==> src/rtl/canwk_pkg.sv <==
// Package: shared types for the wake-up detector.
// Assumes the mode controller supplies the 3-bit mode code listed below.
package canwk_pkg;

    typedef enum logic [2:0] {
        MODE_NORMAL  = 3'd0,
        MODE_RXONLY  = 3'd1,
        MODE_STANDBY = 3'd2,
        MODE_GOSLEEP = 3'd3,
        MODE_SLEEP   = 3'd4
    } trx_mode_e;

    typedef enum logic [2:0] {
        SEQ_IDLE = 3'd0,
        SEQ_DOM1 = 3'd1,
        SEQ_REC1 = 3'd2,
        SEQ_DOM2 = 3'd3,
        SEQ_REC2 = 3'd4
    } seq_state_e;

    // True for the low-power modes in which wake-up events are watched.
    function automatic logic mode_watches(input logic [2:0] m);
        return (m == MODE_STANDBY) || (m == MODE_GOSLEEP) || (m == MODE_SLEEP);
    endfunction

endpackage

==> src/rtl/canwk_phase_seq.sv <==
// Remote wake-up pattern sequencer.
// Recognises dominant >= DOM_TICKS, recessive >= REC_TICKS, twice over.
// Phase length counts ticks seen in the phase, including its first clock.
// Any phase ending short returns to idle. Assumes bus_dom is synchronous.
module canwk_phase_seq #(
    parameter int DOM_TICKS = 3,
    parameter int REC_TICKS = 2
) (
    input  logic clk,
    input  logic rst_n,
    input  logic tick,
    input  logic enable,
    input  logic bus_dom,
    output logic remote_hit
);
    import canwk_pkg::*;

    localparam int CMAX = (DOM_TICKS > REC_TICKS) ? DOM_TICKS : REC_TICKS;
    localparam int CW   = $clog2(CMAX + 1);
    localparam logic [CW-1:0] DOM_TH = CW'(DOM_TICKS);
    localparam logic [CW-1:0] REC_TH = CW'(REC_TICKS);
    localparam logic [CW-1:0] CNT_TOP = CW'(CMAX);

    seq_state_e    st, st_n;
    logic [CW-1:0] cnt, cnt_n, cnt_inc, cnt_start;

    // Saturating tick count within the current phase, and the entry value.
    always_comb begin
        cnt_inc   = (tick && (cnt != CNT_TOP)) ? cnt + CW'(1) : cnt;
        cnt_start = tick ? CW'(1) : '0;
    end

    // Next-state decision for the pattern.
    always_comb begin
        st_n       = st;
        cnt_n      = cnt_inc;
        remote_hit = 1'b0;
        if (!enable) begin
            st_n  = SEQ_IDLE;
            cnt_n = '0;
        end else begin
            case (st)
                SEQ_IDLE: begin
                    if (bus_dom) begin
                        st_n  = SEQ_DOM1;
                        cnt_n = cnt_start;
                    end else begin
                        cnt_n = '0;
                    end
                end
                SEQ_DOM1, SEQ_DOM2: begin
                    if (!bus_dom) begin
                        if (cnt >= DOM_TH) begin
                            st_n  = (st == SEQ_DOM1) ? SEQ_REC1 : SEQ_REC2;
                            cnt_n = cnt_start;
                        end else begin
                            st_n  = SEQ_IDLE;
                            cnt_n = '0;
                        end
                    end
                end
                SEQ_REC1: begin
                    if (bus_dom) begin
                        if (cnt >= REC_TH) begin
                            st_n  = SEQ_DOM2;
                            cnt_n = cnt_start;
                        end else begin
                            st_n  = SEQ_IDLE;
                            cnt_n = '0;
                        end
                    end
                end
                SEQ_REC2: begin
                    if (cnt >= REC_TH) begin
                        remote_hit = 1'b1;
                        st_n       = SEQ_IDLE;
                        cnt_n      = '0;
                    end else if (bus_dom) begin
                        st_n  = SEQ_IDLE;
                        cnt_n = '0;
                    end
                end
                default: begin
                    st_n  = SEQ_IDLE;
                    cnt_n = '0;
                end
            endcase
        end
    end

    // State and counter registers.
    always_ff @(posedge clk) begin
        if (!rst_n) begin
            st  <= SEQ_IDLE;
            cnt <= '0;
        end else begin
            st  <= st_n;
            cnt <= cnt_n;
        end
    end

endmodule

==> src/rtl/canwk_level_debounce.sv <==
// Wake pin debouncer.
// A level differing from the accepted one for WAKE_TICKS consecutive ticks
// becomes the new accepted level. change_hit marks the clock of acceptance.
// The accepted level resets low and drives the bias direction.
module canwk_level_debounce #(
    parameter int WAKE_TICKS = 4
) (
    input  logic clk,
    input  logic rst_n,
    input  logic tick,
    input  logic level,
    output logic stable_lvl,
    output logic change_hit
);
    localparam int CW = $clog2(WAKE_TICKS + 1);
    localparam logic [CW-1:0] LAST = CW'(WAKE_TICKS - 1);

    logic [CW-1:0] cnt;
    logic          differs;

    // Acceptance happens on the tick that completes the stable window.
    always_comb begin
        differs    = (level != stable_lvl);
        change_hit = differs && tick && (cnt == LAST);
    end

    // Stability counter and accepted level.
    always_ff @(posedge clk) begin
        if (!rst_n) begin
            stable_lvl <= 1'b0;
            cnt        <= '0;
        end else if (!differs) begin
            cnt <= '0;
        end else if (tick) begin
            if (cnt == LAST) begin
                stable_lvl <= level;
                cnt        <= '0;
            end else begin
                cnt <= cnt + CW'(1);
            end
        end
    end

endmodule

==> src/rtl/canwk_flag_ctrl.sv <==
// Wake-up flag keeper.
// Sets the two flags from detection hits under the mode, blocking and
// power-up gating, and clears them on power-up, undervoltage and mode
// transitions. Clears take priority over sets.
module canwk_flag_ctrl (
    input  logic       clk,
    input  logic       rst_n,
    input  logic [2:0] mode,
    input  logic       uv_block,
    input  logic       pwrup_flag,
    input  logic       pwrup_evt,
    input  logic       uv_set,
    input  logic       remote_hit,
    input  logic       local_hit,
    output logic       detect_en,
    output logic       wake_flag,
    output logic       local_flag
);
    import canwk_pkg::*;

    logic [2:0] prev_mode;
    logic       enter_normal, leave_normal;
    logic       set_wake, set_local, clr_wake, clr_local;

    // Detection window, mode-transition events and set/clear terms.
    always_comb begin
        detect_en    = mode_watches(mode) && !uv_block;
        enter_normal = (mode == MODE_NORMAL) && (prev_mode != MODE_NORMAL);
        leave_normal = (mode != MODE_NORMAL) && (prev_mode == MODE_NORMAL);
        set_wake     = detect_en && (remote_hit || local_hit);
        set_local    = detect_en && local_hit && !pwrup_flag;
        clr_wake     = pwrup_evt || uv_set || enter_normal;
        clr_local    = pwrup_evt || leave_normal;
    end

    // Flag registers and previous-mode memory.
    always_ff @(posedge clk) begin
        if (!rst_n) begin
            prev_mode  <= MODE_STANDBY;
            wake_flag  <= 1'b0;
            local_flag <= 1'b0;
        end else begin
            prev_mode <= mode;
            if (clr_wake)      wake_flag <= 1'b0;
            else if (set_wake) wake_flag <= 1'b1;
            if (clr_local)      local_flag <= 1'b0;
            else if (set_local) local_flag <= 1'b1;
        end
    end

endmodule

==> src/rtl/canwk_detector.sv <==
// CAN wake-up detector top.
// Combines the remote pattern sequencer, the wake pin debouncer and the flag
// keeper. All inputs are assumed synchronous to clk. tick is a one-clock
// enable at the low duration-measurement rate.
module canwk_detector #(
    parameter int DOM_TICKS  = 3,
    parameter int REC_TICKS  = 2,
    parameter int WAKE_TICKS = 4
) (
    input  logic       clk,
    input  logic       rst_n,
    input  logic       tick,
    input  logic [2:0] mode,
    input  logic       bus_dom,
    input  logic       wake_lvl,
    input  logic       uv_block,
    input  logic       pwrup_flag,
    input  logic       pwrup_evt,
    input  logic       uv_set,
    output logic       wake_flag,
    output logic       local_flag,
    output logic       wake_pull_up
);
    logic remote_hit, local_hit, detect_en, pin_lvl;

    canwk_phase_seq #(
        .DOM_TICKS(DOM_TICKS),
        .REC_TICKS(REC_TICKS)
    ) u_seq (
        .clk       (clk),
        .rst_n     (rst_n),
        .tick      (tick),
        .enable    (detect_en),
        .bus_dom   (bus_dom),
        .remote_hit(remote_hit)
    );

    canwk_level_debounce #(
        .WAKE_TICKS(WAKE_TICKS)
    ) u_deb (
        .clk       (clk),
        .rst_n     (rst_n),
        .tick      (tick),
        .level     (wake_lvl),
        .stable_lvl(pin_lvl),
        .change_hit(local_hit)
    );

    canwk_flag_ctrl u_flags (
        .clk       (clk),
        .rst_n     (rst_n),
        .mode      (mode),
        .uv_block  (uv_block),
        .pwrup_flag(pwrup_flag),
        .pwrup_evt (pwrup_evt),
        .uv_set    (uv_set),
        .remote_hit(remote_hit),
        .local_hit (local_hit),
        .detect_en (detect_en),
        .wake_flag (wake_flag),
        .local_flag(local_flag)
    );

    // Bias direction follows the accepted pin level.
    assign wake_pull_up = pin_lvl;

endmodule

==> config.mk <==
export PLATFORM = sky130hd
export DESIGN_NAME = canwk_detector
export DESIGN_NICKNAME = d
export VERILOG_FILES = /design/src/rtl/canwk_pkg.sv /design/src/rtl/canwk_phase_seq.sv /design/src/rtl/canwk_level_debounce.sv /design/src/rtl/canwk_flag_ctrl.sv /design/src/rtl/canwk_detector.sv
export SDC_FILE = /design/constraint.sdc
export NUM_CORES = 1
export LEC_CHECK = 0
export ABC_AREA = 1
export BUFFER_PORTS_ARGS = -buffer_cell sky130_fd_sc_hd__buf_2
export CORE_UTILIZATION = 48
export CTS_BUF_LIST = sky130_fd_sc_hd__clkbuf_2
export CTS_CLUSTER_SIZE = 25
export DETAILED_ROUTE_END_ITERATION = 8
export PLACE_DENSITY = 0.71
export SYNTH_ARGS = -nofsm -noshare
export SYNTH_HDL_FRONTEND = slang
export SYNTH_SLANG_ARGS = --single-unit
==> constraint.sdc <==
create_clock -name clk -period 2.5 [get_ports clk]
set_input_delay 0.375 -clock clk [delete_from_list [all_inputs] [get_ports clk]]
set_output_delay 0.375 -clock clk [all_outputs]
set_load 0.005 [all_outputs]
# == After elaboration in Yosys (flattened, before gate mapping) ==
# Cells that the tools add are included.
# op_classes
n_addsub,2
magnitude_cmp,2
n_eq_ne,14
mux,23
bitwise_logic,1
n_reduce_logical,29
# op_table
cell,count
3-bit two-way mux,8
2-bit two-way mux,9
3-bit by 2-bit == test with 1-bit output (second input constant),5
3-bit one-hot mux with 4 select lines,1
1-bit logical AND,9
3-bit zero test,3
2-bit inequality test (second input constant),4
2-bit one-hot mux with 4 select lines,1
3-bit == test (second input constant),2
1-bit logical OR,6
3-bit nonzero test,2
2-bit OR reduction,3
2-bit >= comparator (second input constant),2
1-bit two-way mux,4
2-bit AND reduction,2
4-bit AND reduction,1
3-bit by 1-bit adder with 3-bit output (second input constant),1
3-bit by 1-bit == test with 1-bit output (second input constant),1
3-bit by 2-bit inequality test with 1-bit output (second input constant),1
3-bit AND reduction,1
2-bit by 1-bit adder with 2-bit output (second input constant),1
1-bit zero test,2
1-bit inequality test,1
1-bit inverter,1
# word_totals
ff_bits,14
output_inout_bits,3
elab_cells,78

# == Longest topological paths before layout ==
# depth
depth_word,7
depth_mapped,9
ltp_nobuf,9

# == By module ==
# A second synthesis with hierarchy kept.
# hier_totals
cells_unflattened,146
area_unflattened_um2,889.6
# modules_own_cells
module,instances,cells_each,area_per_inst_um2,seq_area_each_um2
canwk_phase_seq,1,75,436.7,100.1
canwk_flag_ctrl,1,41,261.5,100.1
canwk_level_debounce,1,30,191.4,80.1

# == Least setup slack after synthesis ==
# No wires, ideal clock.
# synth_timing
path_type,reg2reg
from,register u_seq.cnt[0]
to,register u_seq.st[1]
setup_time_ns,0.113
arrival_time_ns,1.137
required_time_ns,2.387
path_slack_ns,1.251
path_stages_with_launch,9
period_less_slack_ns,1.249
path_cell_list,dfxtp_1 > inv_1 > ha_1 > nor2_1 > nand4_1 > nand2_1 > nor2_1 > nor2_1 > nor2_1
# synth_between
elab_chain_cells,4
# synth_lines
element,line_no,text
start: declaration,canwk_phase_seq.sv:25,"logic [CW-1:0] cnt, cnt_n, cnt_inc, cnt_start;"
start signal: assignment,canwk_phase_seq.sv:98,cnt <= cnt_n;
2-bit >= comparator (on tied branches),"canwk_phase_seq.sv:64, canwk_phase_seq.sv:74, canwk_phase_seq.sv:53",
2-bit two-way mux or 3-bit two-way mux (tied branches),"canwk_phase_seq.sv:64, canwk_phase_seq.sv:53",
3-bit two-way mux (on tied branches),"canwk_phase_seq.sv:63, canwk_phase_seq.sv:52",
3-bit one-hot mux with 4 select lines,canwk_phase_seq.sv:42,case (st)
end signal: assignment,canwk_phase_seq.sv:97,st <= st_n;
end: declaration,canwk_phase_seq.sv:24,"seq_state_e st, st_n;"
# Several ways; a longest one is shown, not always the timed one. The select of a mux whose other input is x is not followed.
# A chain may end at the register's enable or synchronous reset.

# == Worst setup path after layout ==
# layout_timing
from,register u_seq.cnt[0]
to,register u_seq.cnt[0]
# layout_between
elab_chain_cells,6
# layout_lines
element,line_no
"parallel branches: the longest is 5 deep, another holds 2-bit by 1-bit adder with 2-bit output",n/a
2-bit one-hot mux with 4 select lines (*),canwk_phase_seq.sv:42
# Every way passes the cells marked *.

==> results by group <==
Floorplan
  – Die W: around 42 um
  – Core footprint: 0.00151 mm2
  – Die area: about 0.0018 mm2
  – # rows: 14
  – Starting Density: ~51%
  – # IOs: 15
  – Die H: roughly 42 um

Critical path
  – Crit Path Class: flop to flop
  – CP Launch Point: u_seq.cnt[0]
  – Crit-path slowest cell: dfxtp_1
  – Critical Path Max Stage Delay: roughly 380 ps
  – CP Max Fanout: 4
  – Worst Path Arrival: 1580 ps
  – Critical Path End Type: flop
  – CP cell instances: inv_1 -> ha_1 -> nor2_1 -> nand4_1 -> nand3_1 -> nand2_1 -> a21oi_1
  – Worst Path Required: roughly 2700 ps
  – Reg2reg start: u_seq.cnt[0]
  – Worst Setup Start Kind: flop

STA
  – Period Utilization, post-route: a little under three fifths
  – Clk_skew: 8.73 ps
  – RSZ-0062 raised after global routing: no
  – Slew @ Worst Pin: about 270 ps
  – Hold Fails Final Rpt: 0
  – Slew Limit Fails: 0
  – Setup TNS Final: 0 ps
  – Tmin final: 1380 ps
  – Max frequency: 725 MHz
  – Setup violators final: 0
  – Relative slew margins: between 80% and 90%

Pwr
  – Comb power frac: approximately 13%
  – Switching share of total power: 25.6%
  – Net switching power: approximately 97 uW
  – Clk pwr share: a little over a quarter
  – Sequential share of power: between 60% and 70%
  – PD cells: 435 mW/mm2
  – Worst IR Drop VDD: between 0.3 and 0.4 mV
  – Internal: between 200 and 300 uW
  – Leak: 0.000414 uW

Drt
  – Routed WL: around 1.4 mm
  – Wire length per cell: around 9.3 um
  – DR vias/cell: roughly 4.9
  – # DRC: 0
  – Vias after detailed routing: ~730
  – DR pass1 iterations: 4
  – Final ANT Viol Nets: 0
  – Initial DRC count: 21

Synth
  – Sequential area share after synthesis: between 30% and 40%
  – Leading area contributor after synthesis: dfxtp_1
  – Distinct cells, synth: 20
  – Syn nets: around 130
  – Mapped Area: approximately 770 um2
  – Synth Instances: between 100 and 150
  – Ys Warns: 0
  – Mean Syn Cell Area: 6.60 um2
  – Synth top area share: 36.6%
  – Yosys reg bits: 14
  – Largest cells by area after synthesis: dfxtp_1 (37%), nand2_1 (10%), nor2_1 (9.8%)

Global route
  – Largest net degree at the start of global routing: 9
  – Total grt overflow: 0
  – GRT Util Overall: 18.2%
  – Global-route wire length before repair: roughly 2.5 mm
  – Vias in the first global route: between 600 and 700
  – Initial antenna violation count: 0

Finish
  – Syn-to-layout area delta: 14.2%
  – Fin nets: 150
  – Filler cells: between 150 and 200
  – Layout cells sized above 1: 20.1%
  – Ant diodes: 0
  – Layout Utilization: 58.1%

CTS
  – Num CTS Buffers: 3
  – Clock latency on the worst-skew pair: about 260 ps
  – Hold-fix buffers at CTS: 0
  – CTS tree: done
  – Clk sinks: 14
  – PostCTS Resize Cnt: 0
  – CTS max path bufs: 2
  – Clock-pin slew on the worst setup and hold paths: 130 ps
  – Clock tree root buffer cell: clkbuf_2
  – CTS H-tree depth: 1
  – Setup Fix Bufs, Post-CTS: 0

Worst hold path
  – Worst hold start: mode[0]
  – Hold Crit Class: input port to flop

Place
  – Final Wtd Congestion: slightly above 0.8
  – Post-DP HPWL: 1.18 mm
  – Port Buffers: 14

Job
  – Max-Cap Viols: 0

Outcome
  – Status: complete, no violations
## sequential cells by signal, summed over array words and instances, names as in the netlist
| register | count |
|---|---|
| u_deb.cnt | 3 |
| u_deb.stable_lvl | 1 |
| u_flags.local_flag | 1 |
| u_flags.prev_mode | 3 |
| u_flags.wake_flag | 1 |
| u_seq.cnt | 2 |
| u_seq.st | 3 |
## per-layer routing
metal / GRT usage, % / vias to the layer above / wire, um
li1: - / 408 / -
met1: 21.9 / 314 / 672
met2: 30.9 / 9 / 677
met3: 3.91 / 2 / 36
met4: 7.74 / 0 / 9
met5: 0 / - / 0
## cell families (layout without fill, tap and decap cells)
group	count (synthesis)	in the layout	share of synthesized area, %
AO/OA/AOI/OAI	16	16	11.4
XOR/XNOR	1	1	1.14
adder cells (fa/ha/maj)	3	3	4.90
buffers and inverters	18	36	8.82
flip-flops	14	14	36.6
AND/OR/NAND/NOR	64	64	37.1
## synthesized netlist by cell type
library cell / number
dfxtp_1: 14
nor3_1: 3
xor2_1: 1
nand2_2: 1
a211oi_1: 2
ha_1: 3
nor2_2: 2
a21oi_1: 9
inv_2: 4
inv_1: 14
nand2_1: 21
nor2_1: 20
nand4_1: 1
or2_2: 2
nand3_2: 1
o21ai_1: 1
nand3_1: 12
nand3b_1: 1
o21ai_0: 3
o21bai_1: 1
## final timing paths
| check | endpoint | slack [ps] | depth (start not counted) |
|---|---|---|---|
| worst max-delay path | u_seq.cnt[0] | 1120 | 7 |
| worst min-delay path | u_flags.prev_mode[0] | 300 | 3 |
| worst max register to register | u_seq.cnt[0] | 1120 | 7 |
| worst min register to register | u_flags.wake_flag | 450 | 2 |
## through the flow
| stage | total power (uW) | instances | hold WS (ps) | cell area, um2 | worst slack [ps] |
|---|---|---|---|---|---|
| 6_report | 380 | 150 | 300 | 875 | 1120 |
| 5_1_grt | 403 | 150 | 293 | 875 | 925 |
| 4_1_cts | 388 | 150 | 291 | 875 | 1100 |
| 3_5_place_dp | 285 | 146 | 435 | 856 | 1130 |
| 3_3_place_gp | 283 | 146 | 436 | 856 | 1180 |
| 2_1_floorplan | 266 | 116 | 442 | 766 | 1250 |
## layout by cell type, fill, tap and decap left out
cell type	netlist	routed
inv_2	4	4
a211oi_1	2	2
clkbuf_2	0	3
dfxtp_1	14	14
nand2_1	21	21
xor2_1	1	1
nand3_2	1	1
nor2_2	2	2
nand4_1	1	1
nand3_1	12	12
buf_2	0	14
inv_1	14	14
nand3b_1	1	1
ha_1	3	3
o21ai_1	1	1
o21bai_1	1	1
a21oi_1	9	9
or2_2	2	2
nor3_1	3	3
o21ai_0	3	3
clkinv_1	0	1
nand2_2	1	1
nor2_1	20	20
## area by class of cell
type                       count  area, um2  area share, %
inverter                      18       67.6           7.73
multi-input combinational     84        418           47.8
sequential                    14        280           32.0
clock buffer                   3       15.0           1.72
timing repair buffer          14       70.1           8.01
tap                           16       20.0           2.29
clock inverter                 1       3.75          0.429
## power groups by stage
stage / sequential, uW / clock, uW / combinational [uW]
after floorplan: 236 / 0 / 30.5
after global placement: 236 / 0 / 46.9
after detailed placement: 236 / 0 / 48.2
after CTS: 232 / 108 / 48.5
after global routing: 232 / 116 / 55.2
final: 231 / 101 / 47.9
## critical path, delay by kind of cell, from the launching register on
| family | cells | cell delay, ps |
|---|---|---|
| flip-flops | 1 | 380 |
| AO/OA/AOI/OAI | 1 | 110 |
| buffers and inverters | 1 | 50 |
| adder cells (fa/ha/maj) | 1 | 180 |
| AND/OR/NAND/NOR | 4 | 590 |
Note: power is estimated with default switching activity, not from simulation.
